## config.mk

```make
export PLATFORM = sky130hd
export DESIGN_NAME = evflag_irq_unit
export DESIGN_NICKNAME = d
export VERILOG_FILES = /design/src/rtl/evf_pkg.sv /design/src/rtl/evf_flag_bank.sv /design/src/rtl/evf_wait_port.sv /design/src/rtl/evf_irq_line.sv /design/src/rtl/evflag_irq_unit.sv
export SDC_FILE = /design/constraint.sdc
export NUM_CORES = 1
export LEC_CHECK = 0
export ABC_CLOCK_PERIOD_IN_PS = 1900
export BUFFER_PORTS_ARGS = -buffer_cell sky130_fd_sc_hd__buf_2
export CORE_UTILIZATION = 39
export CTS_BUF_LIST = sky130_fd_sc_hd__clkbuf_4 sky130_fd_sc_hd__clkbuf_8
export DETAILED_ROUTE_END_ITERATION = 12
export PLACE_DENSITY = 0.67
export REMOVE_ABC_BUFFERS = 1
export SETUP_SLACK_MARGIN = 0.05
export SLEW_MARGIN = 5
export SYNTH_ARGS = -nofsm -noshare
export SYNTH_HDL_FRONTEND = slang
export SYNTH_SLANG_ARGS = --single-unit
```

## constraint.sdc

```tcl
create_clock -name clk -period 1.9 [get_ports clk]
set_input_delay 0.38 -clock clk [delete_from_list [all_inputs] [get_ports clk]]
set_output_delay 0.38 -clock clk [all_outputs]
set_load 0.005 [all_outputs]
```

## src/rtl/evf_pkg.sv

```systemverilog
package evf_pkg;

   // Register addresses of the host port
   localparam int unsigned REG_FLAGS     = 0;
   localparam int unsigned REG_FLAG_SET  = 1;
   localparam int unsigned REG_RAW       = 2;
   localparam int unsigned REG_LINE_BASE = 3;
   localparam int unsigned LINE_STRIDE   = 3;

   typedef enum int unsigned {
      SLOT_EN    = 0,
      SLOT_FORCE = 1,
      SLOT_STAT  = 2
   } line_slot_e;

   function automatic int unsigned line_reg(input int unsigned line, input line_slot_e slot);
      return REG_LINE_BASE + LINE_STRIDE * line + int'(slot);
   endfunction

endpackage

```

## src/rtl/evf_flag_bank.sv

```systemverilog
module evf_flag_bank #(
   parameter int unsigned NUM_FLAGS  = 8,
   parameter int unsigned NUM_AGENTS = 4
) (
   input  logic                             clk,
   input  logic                             rst_n,
   input  logic [NUM_AGENTS*NUM_FLAGS-1:0]  agent_set,
   input  logic [NUM_AGENTS*NUM_FLAGS-1:0]  agent_clr,
   input  logic [NUM_FLAGS-1:0]             host_set,
   input  logic [NUM_FLAGS-1:0]             host_clr,
   output logic [NUM_FLAGS-1:0]             flags
);

   logic [NUM_FLAGS-1:0] any_set;
   logic [NUM_FLAGS-1:0] any_clr;
   logic [NUM_FLAGS-1:0] flags_q;

   always_comb begin
      any_set = host_set;
      any_clr = host_clr;
      for (int a = 0; a < int'(NUM_AGENTS); a++) begin
         any_set = any_set | agent_set[a*NUM_FLAGS +: NUM_FLAGS];
         any_clr = any_clr | agent_clr[a*NUM_FLAGS +: NUM_FLAGS];
      end
   end

   // set has priority over clear
   always_ff @(posedge clk or negedge rst_n) begin
      if (!rst_n) flags_q <= '0;
      else        flags_q <= (flags_q & ~any_clr) | any_set;
   end

   assign flags = flags_q;

   assert_idle_hold_R1: assert property (@(posedge clk) disable iff (!rst_n)
      (agent_set == '0 && agent_clr == '0 && host_set == '0 && host_clr == '0)
      |=> $stable(flags_q));

   for (genvar f = 0; f < int'(NUM_FLAGS); f++) begin : g_flag_chk
      assert_set_wins_R4: assert property (@(posedge clk) disable iff (!rst_n)
         any_set[f] |=> flags_q[f]);
      assert_host_clear_R2: assert property (@(posedge clk) disable iff (!rst_n)
         (host_clr[f] && !any_set[f]) |=> !flags_q[f]);
   end

endmodule

```

## src/rtl/evf_wait_port.sv

```systemverilog
module evf_wait_port #(
   parameter int unsigned NUM_FLAGS = 8,
   parameter int unsigned IDX_W     = 3
) (
   input  logic [NUM_FLAGS-1:0] flags,
   input  logic [IDX_W-1:0]     idx,
   input  logic                 pol,
   output logic                 met
);

   if (NUM_FLAGS == (1 << IDX_W)) begin : g_full
      assign met = (flags[idx] == pol);
   end else begin : g_checked
      // indices beyond the bank never satisfy a wait
      always_comb begin
         met = 1'b0;
         for (int f = 0; f < int'(NUM_FLAGS); f++)
            if (idx == IDX_W'(f)) met = (flags[f] == pol);
      end
   end

endmodule

```

## src/rtl/evf_irq_line.sv

```systemverilog
module evf_irq_line #(
   parameter int unsigned RAW_W = 12
) (
   input  logic             clk,
   input  logic             rst_n,
   input  logic             wr_en_reg,
   input  logic             wr_force_reg,
   input  logic [RAW_W-1:0] wdata,
   input  logic [RAW_W-1:0] raw,
   output logic [RAW_W-1:0] en,
   output logic [RAW_W-1:0] frc,
   output logic [RAW_W-1:0] stat,
   output logic             irq
);

   logic [RAW_W-1:0] en_q;
   logic [RAW_W-1:0] frc_q;

   always_ff @(posedge clk or negedge rst_n) begin
      if (!rst_n) begin
         en_q  <= '0;
         frc_q <= '0;
      end else begin
         if (wr_en_reg)    en_q  <= wdata;
         if (wr_force_reg) frc_q <= wdata;
      end
   end

   assign en   = en_q;
   assign frc  = frc_q;
   assign stat = (raw | frc_q) & en_q;
   assign irq  = |stat;

   assert_en_hold_R7: assert property (@(posedge clk) disable iff (!rst_n)
      !wr_en_reg |=> $stable(en_q));
   assert_force_hold_R7: assert property (@(posedge clk) disable iff (!rst_n)
      !wr_force_reg |=> $stable(frc_q));

endmodule

```

## src/rtl/evflag_irq_unit.sv

```systemverilog
module evflag_irq_unit #(
   parameter int unsigned NUM_FLAGS  = 8,
   parameter int unsigned NUM_AGENTS = 4,
   parameter int unsigned NUM_CHAN   = 4,
   parameter int unsigned NUM_LINES  = 2,
   parameter int unsigned ADDR_W     = 4,
   parameter int unsigned DATA_W     = 32,
   localparam int unsigned IDX_W     = (NUM_FLAGS > 1) ? $clog2(NUM_FLAGS) : 1,
   localparam int unsigned RAW_W     = 3 * NUM_CHAN
) (
   input  logic                            clk,
   input  logic                            rst_n,
   input  logic [NUM_AGENTS*NUM_FLAGS-1:0] agent_set,
   input  logic [NUM_AGENTS*NUM_FLAGS-1:0] agent_clr,
   input  logic [NUM_AGENTS*IDX_W-1:0]     wait_idx,
   input  logic [NUM_AGENTS-1:0]           wait_pol,
   output logic [NUM_AGENTS-1:0]           wait_met,
   input  logic [NUM_CHAN-1:0]             rx_not_empty,
   input  logic [NUM_CHAN-1:0]             tx_not_full,
   input  logic                            host_wr,
   input  logic [ADDR_W-1:0]               host_addr,
   input  logic [DATA_W-1:0]               host_wdata,
   output logic [DATA_W-1:0]               host_rdata,
   output logic [NUM_LINES-1:0]            irq_out
);
   import evf_pkg::*;

   // elaboration checks
   if (NUM_CHAN > NUM_FLAGS) begin : g_bad_chan
      $error("NUM_CHAN must not exceed NUM_FLAGS");
   end
   if (RAW_W > DATA_W || NUM_FLAGS > DATA_W) begin : g_bad_width
      $error("DATA_W too narrow for the flag bank or raw vector");
   end
   if (REG_LINE_BASE + LINE_STRIDE * NUM_LINES > (1 << ADDR_W)) begin : g_bad_addr
      $error("ADDR_W too narrow for the line registers");
   end
   if (NUM_LINES < 1 || NUM_AGENTS < 1 || NUM_FLAGS < 2) begin : g_bad_count
      $error("counts out of range");
   end

   localparam logic [ADDR_W-1:0] A_FLAGS = ADDR_W'(REG_FLAGS);
   localparam logic [ADDR_W-1:0] A_SET   = ADDR_W'(REG_FLAG_SET);
   localparam logic [ADDR_W-1:0] A_RAW   = ADDR_W'(REG_RAW);

   logic [NUM_FLAGS-1:0] flags;
   logic [NUM_FLAGS-1:0] host_set;
   logic [NUM_FLAGS-1:0] host_clr;
   logic [RAW_W-1:0]     raw;
   logic [RAW_W-1:0]     line_en   [NUM_LINES];
   logic [RAW_W-1:0]     line_frc  [NUM_LINES];
   logic [RAW_W-1:0]     line_stat [NUM_LINES];
   logic [NUM_LINES-1:0] wr_force_any;
   logic                 unused_wdata_hi;

   assign unused_wdata_hi = ^host_wdata[DATA_W-1:RAW_W];

   assign host_clr = (host_wr && host_addr == A_FLAGS) ? host_wdata[NUM_FLAGS-1:0] : '0;
   assign host_set = (host_wr && host_addr == A_SET)   ? host_wdata[NUM_FLAGS-1:0] : '0;

   evf_flag_bank #(
      .NUM_FLAGS  (NUM_FLAGS),
      .NUM_AGENTS (NUM_AGENTS)
   ) u_bank (
      .clk       (clk),
      .rst_n     (rst_n),
      .agent_set (agent_set),
      .agent_clr (agent_clr),
      .host_set  (host_set),
      .host_clr  (host_clr),
      .flags     (flags)
   );

   for (genvar a = 0; a < int'(NUM_AGENTS); a++) begin : g_wait
      evf_wait_port #(
         .NUM_FLAGS (NUM_FLAGS),
         .IDX_W     (IDX_W)
      ) u_wait (
         .flags (flags),
         .idx   (wait_idx[a*IDX_W +: IDX_W]),
         .pol   (wait_pol[a]),
         .met   (wait_met[a])
      );
   end

   assign raw = {flags[NUM_CHAN-1:0], tx_not_full, rx_not_empty};

   for (genvar k = 0; k < int'(NUM_LINES); k++) begin : g_line
      localparam logic [ADDR_W-1:0] A_EN  = ADDR_W'(line_reg(k, SLOT_EN));
      localparam logic [ADDR_W-1:0] A_FRC = ADDR_W'(line_reg(k, SLOT_FORCE));
      logic wr_en_k;
      logic wr_frc_k;
      assign wr_en_k         = host_wr && host_addr == A_EN;
      assign wr_frc_k        = host_wr && host_addr == A_FRC;
      assign wr_force_any[k] = wr_frc_k;

      evf_irq_line #(
         .RAW_W (RAW_W)
      ) u_line (
         .clk          (clk),
         .rst_n        (rst_n),
         .wr_en_reg    (wr_en_k),
         .wr_force_reg (wr_frc_k),
         .wdata        (host_wdata[RAW_W-1:0]),
         .raw          (raw),
         .en           (line_en[k]),
         .frc          (line_frc[k]),
         .stat         (line_stat[k]),
         .irq          (irq_out[k])
      );
   end

   always_comb begin
      host_rdata = '0;
      if (host_addr == A_FLAGS) host_rdata[NUM_FLAGS-1:0] = flags;
      if (host_addr == A_RAW)   host_rdata[RAW_W-1:0]     = raw;
      for (int k = 0; k < int'(NUM_LINES); k++) begin
         if (host_addr == ADDR_W'(line_reg(k, SLOT_EN)))    host_rdata[RAW_W-1:0] = line_en[k];
         if (host_addr == ADDR_W'(line_reg(k, SLOT_FORCE))) host_rdata[RAW_W-1:0] = line_frc[k];
         if (host_addr == ADDR_W'(line_reg(k, SLOT_STAT)))  host_rdata[RAW_W-1:0] = line_stat[k];
      end
   end

   assert_force_isolated_R8: assert property (@(posedge clk) disable iff (!rst_n)
      (|wr_force_any && agent_set == '0 && agent_clr == '0) |=> $stable(flags));

endmodule

```

==> results.md <==
* DP HPWL at 9450 um
* Final hold viol count at 0
* R2R Setup Slk at 0.61 ns
* FP Rows at 36
* Largest stage delay, worst path at 0.53 ns
* Die Ht at 104 um
* Synthesized instance count at 407
* Post-Route WL at 13300 um
* Most frequent cells in the layout: 120 x buf_2, 50 x dfrtp_1, 50 x buf_4, 45 x mux2_2, 31 x a21oi_1
* First-pass GRT wire length at 20300 um
* H-tree depth at 2
* Commonest non-fill, non-tap cell in the layout: buf_2
* Required @ worst endpoint at 1.52 ns
* Initial antenna violation count at 0
* DRT Pass-1 Iters at 5
* Input/output buffers at 124
* Synth top area share at 34.7%
* Number of synthesized flops with an enable pin at 0
* Worst vdd ir at 0.369 mV
* Ys Warns at 0
* Worst-Margin Slew at 0.560 ns
* Status: finished with violations
* Worst r2r src: u_bank.flags[0]
* Post-synth top flop: dfrtp_1
* Crit-path max FO at 9
* Placement Setup Slack at -0.292 ns
* Slowest-stage cell, CP: dfrtp_2
* Gr ovfl total at 0
* Starting DRC count in detailed routing at 248
* Met3 GRT Util at 3.59%
* Syn avg cell area at 9.93 um2
* Number of max-cap violations at 0
* N_diodes at 0
* Area leader, netlist: dfrtp_1
* CP endpoint kind: output port
* Static Leakage at 2.54 nW
* Vias at 4107
* Power Density at 627 nW/um2
* Vias in the first global route at 3937
* Final net count at 711
* Gp weighted congestion at 0.949
* Area of the mapped netlist at 4040 um2
* Minimum clock period at 2.16 ns
* Fmax at 462 MHz
* Grt met1 use at 29.6%
* Multi-input logic area at 2620 um2
* DIE AREA at 10800 um2
* Share of cells above drive strength 1 at 55.9%
* Num Clock Sinks at 56
* CTS clk-pin slew, worst paths at 0.11 ns
* Sequential cell area at 1410 um2
* Num CTS Buffers at 5
* Initial Utilization at 40.8%
* Gr usage total at 24.0%
* Setup Skew at 0 ns
* Largest net degree at the start of global routing at 57
* RSZ-0062 raised after global routing: true
* Residual DRC count at 0
* Die Width at 104 um
* Wirelength per Cell at 18.5 um
* CTS tree: yes
* Count of different cell masters after synthesis at 52
* Synth top area cells: dfrtp_1 35%, mux2_2 13%, buf_4 6.1%
* Worst Reg2Reg Path Length in Cells at 6
* Critical setup path kind: register to output port
* Failing checks: negative setup slack
* Critical R2R Capture: u_bank.flags[0]
* HP Class: input port to async pin
* Arr. time, crit path at 1.78 ns
* Worst hold slack at 0.0514 ns
* Core Region at 9910 um2
* Worst-Skew Late Latency at 0.32 ns
* Gr busiest metal: met2
* WP buf/inv at 1
* Met2 Use GR at 42.8%
* Final Worst Setup Slack at -0.264 ns
* Setup violators final at 17
* Clock Tree Buf Depth at 2
* Nature of the critical path startpoint: register
* Async SR Flop Fraction at 100%
* Number of fill cells at 865
* Fin crit share at 114%
* Max-slew headroom at 62.5%
* Worst path top cell family by delay: multiplexers
* CTS root buffer: clkbuf_8
* I/O pin count at 165
* Slew Limit Fails at 0
* Area Growth Syn to Fin at 42.4%
* Post-route ant nets at 0
* Vias/cell at 5.72
* Register area share after synthesis at 34.7%
* Crit-path cells: mux4_2, mux2i_1, xor2_1, buf_2
* Synth Register Bits at 56
sequential cells by signal, indices dropped and copies added, names as in the netlist:
register           cells
u_bank.flags           8
g_line.u_line.frc     24
g_line.u_line.en      24
where the power goes:
part | leakage [nW] | switching (W) | internal [W]
logic | 1.83 | 0.000529 | 0.000667
registers | 0.658 | 0.000262 | 0.00143
clock network | 0.0516 | 0.000415 | 0.000300
total | 2.54 | 0.00121 | 0.00240
kinds of logic after synthesis:
family	Yosys count	synth area share, %
other	1	0.0928
buffers and inverters	56	9.20
multiplexers	66	20.3
flip-flops	56	34.7
XOR/XNOR	4	0.867
AO/OA/AOI/OAI	124	19.7
AND/OR/NAND/NOR	100	15.2
Yosys cell counts (all sizes together), types with 2 or more instances:
library cell and number:
or4 8, nor3b 2, nor3 7, o21ai 37, mux2 46, buf 43
o221ai 10, dfrtp 56, xor2 4, nor2b 3, or3 3, nand2b 13
and2 4, a2bb2oi 7, a211o 8, a22oi 2, mux2i 12, a222oi 3
nand4 6, o2bb2ai 6, mux4 8, nor4 9, and3b 3, inv 4
nor2 13, a21oi 35, nand2 22, clkbuf 9, o22ai 9
layout make-up:
class                   count  area share (%)
clock buffers               6            1.44
clock inverters             2           0.239
inverters                   4           0.392
multi-input cells         314            45.5
flip-flops and latches     56            24.5
well taps                 133            2.89
repair buffers            203            25.1
metal layers:
metal	vias to the layer above	routed length [um]
met5	-	0
met4	0	475
met3	41	958
met2	231	6590
met1	1971	5260
li1	1864	-
timing repair:
action,CTS,global route
gates resized for setup,89,38
pin swaps,36,19
hold buffers,0,0
cloned,1,0
endpoints found under the setup margin,18,26
setup buffers,17,7
metrics by stage:
stage	utilization, %	cell area [um2]	instances	setup TNS [ns]	power [W]
after floorplan	-	3750	374	0	0.00216
after global placement	50.6	5010	690	-4.65	0.00263
after global routing	58.0	5750	718	-3.49	0.00379
after CTS	56.3	5580	716	-2.40	0.00352
final	58.0	5750	718	-2.52	0.00361
after detailed placement	50.6	5010	690	-4.94	0.00267
worst max-delay path by stage:
stage / from / end / cells past startpoint
after detailed placement: host_addr[0] / host_rdata[9] / 6
after CTS: u_bank.flags[1] / wait_met[2] / 4
after global routing: u_bank.flags[1] / wait_met[0] / 4
after floorplan: host_addr[3] / g_line[1].u_line.en[0] / 4
final: u_bank.flags[1] / wait_met[2] / 4
after global placement: host_addr[0] / host_rdata[10] / 6
(Power assumes the default switching activity.)
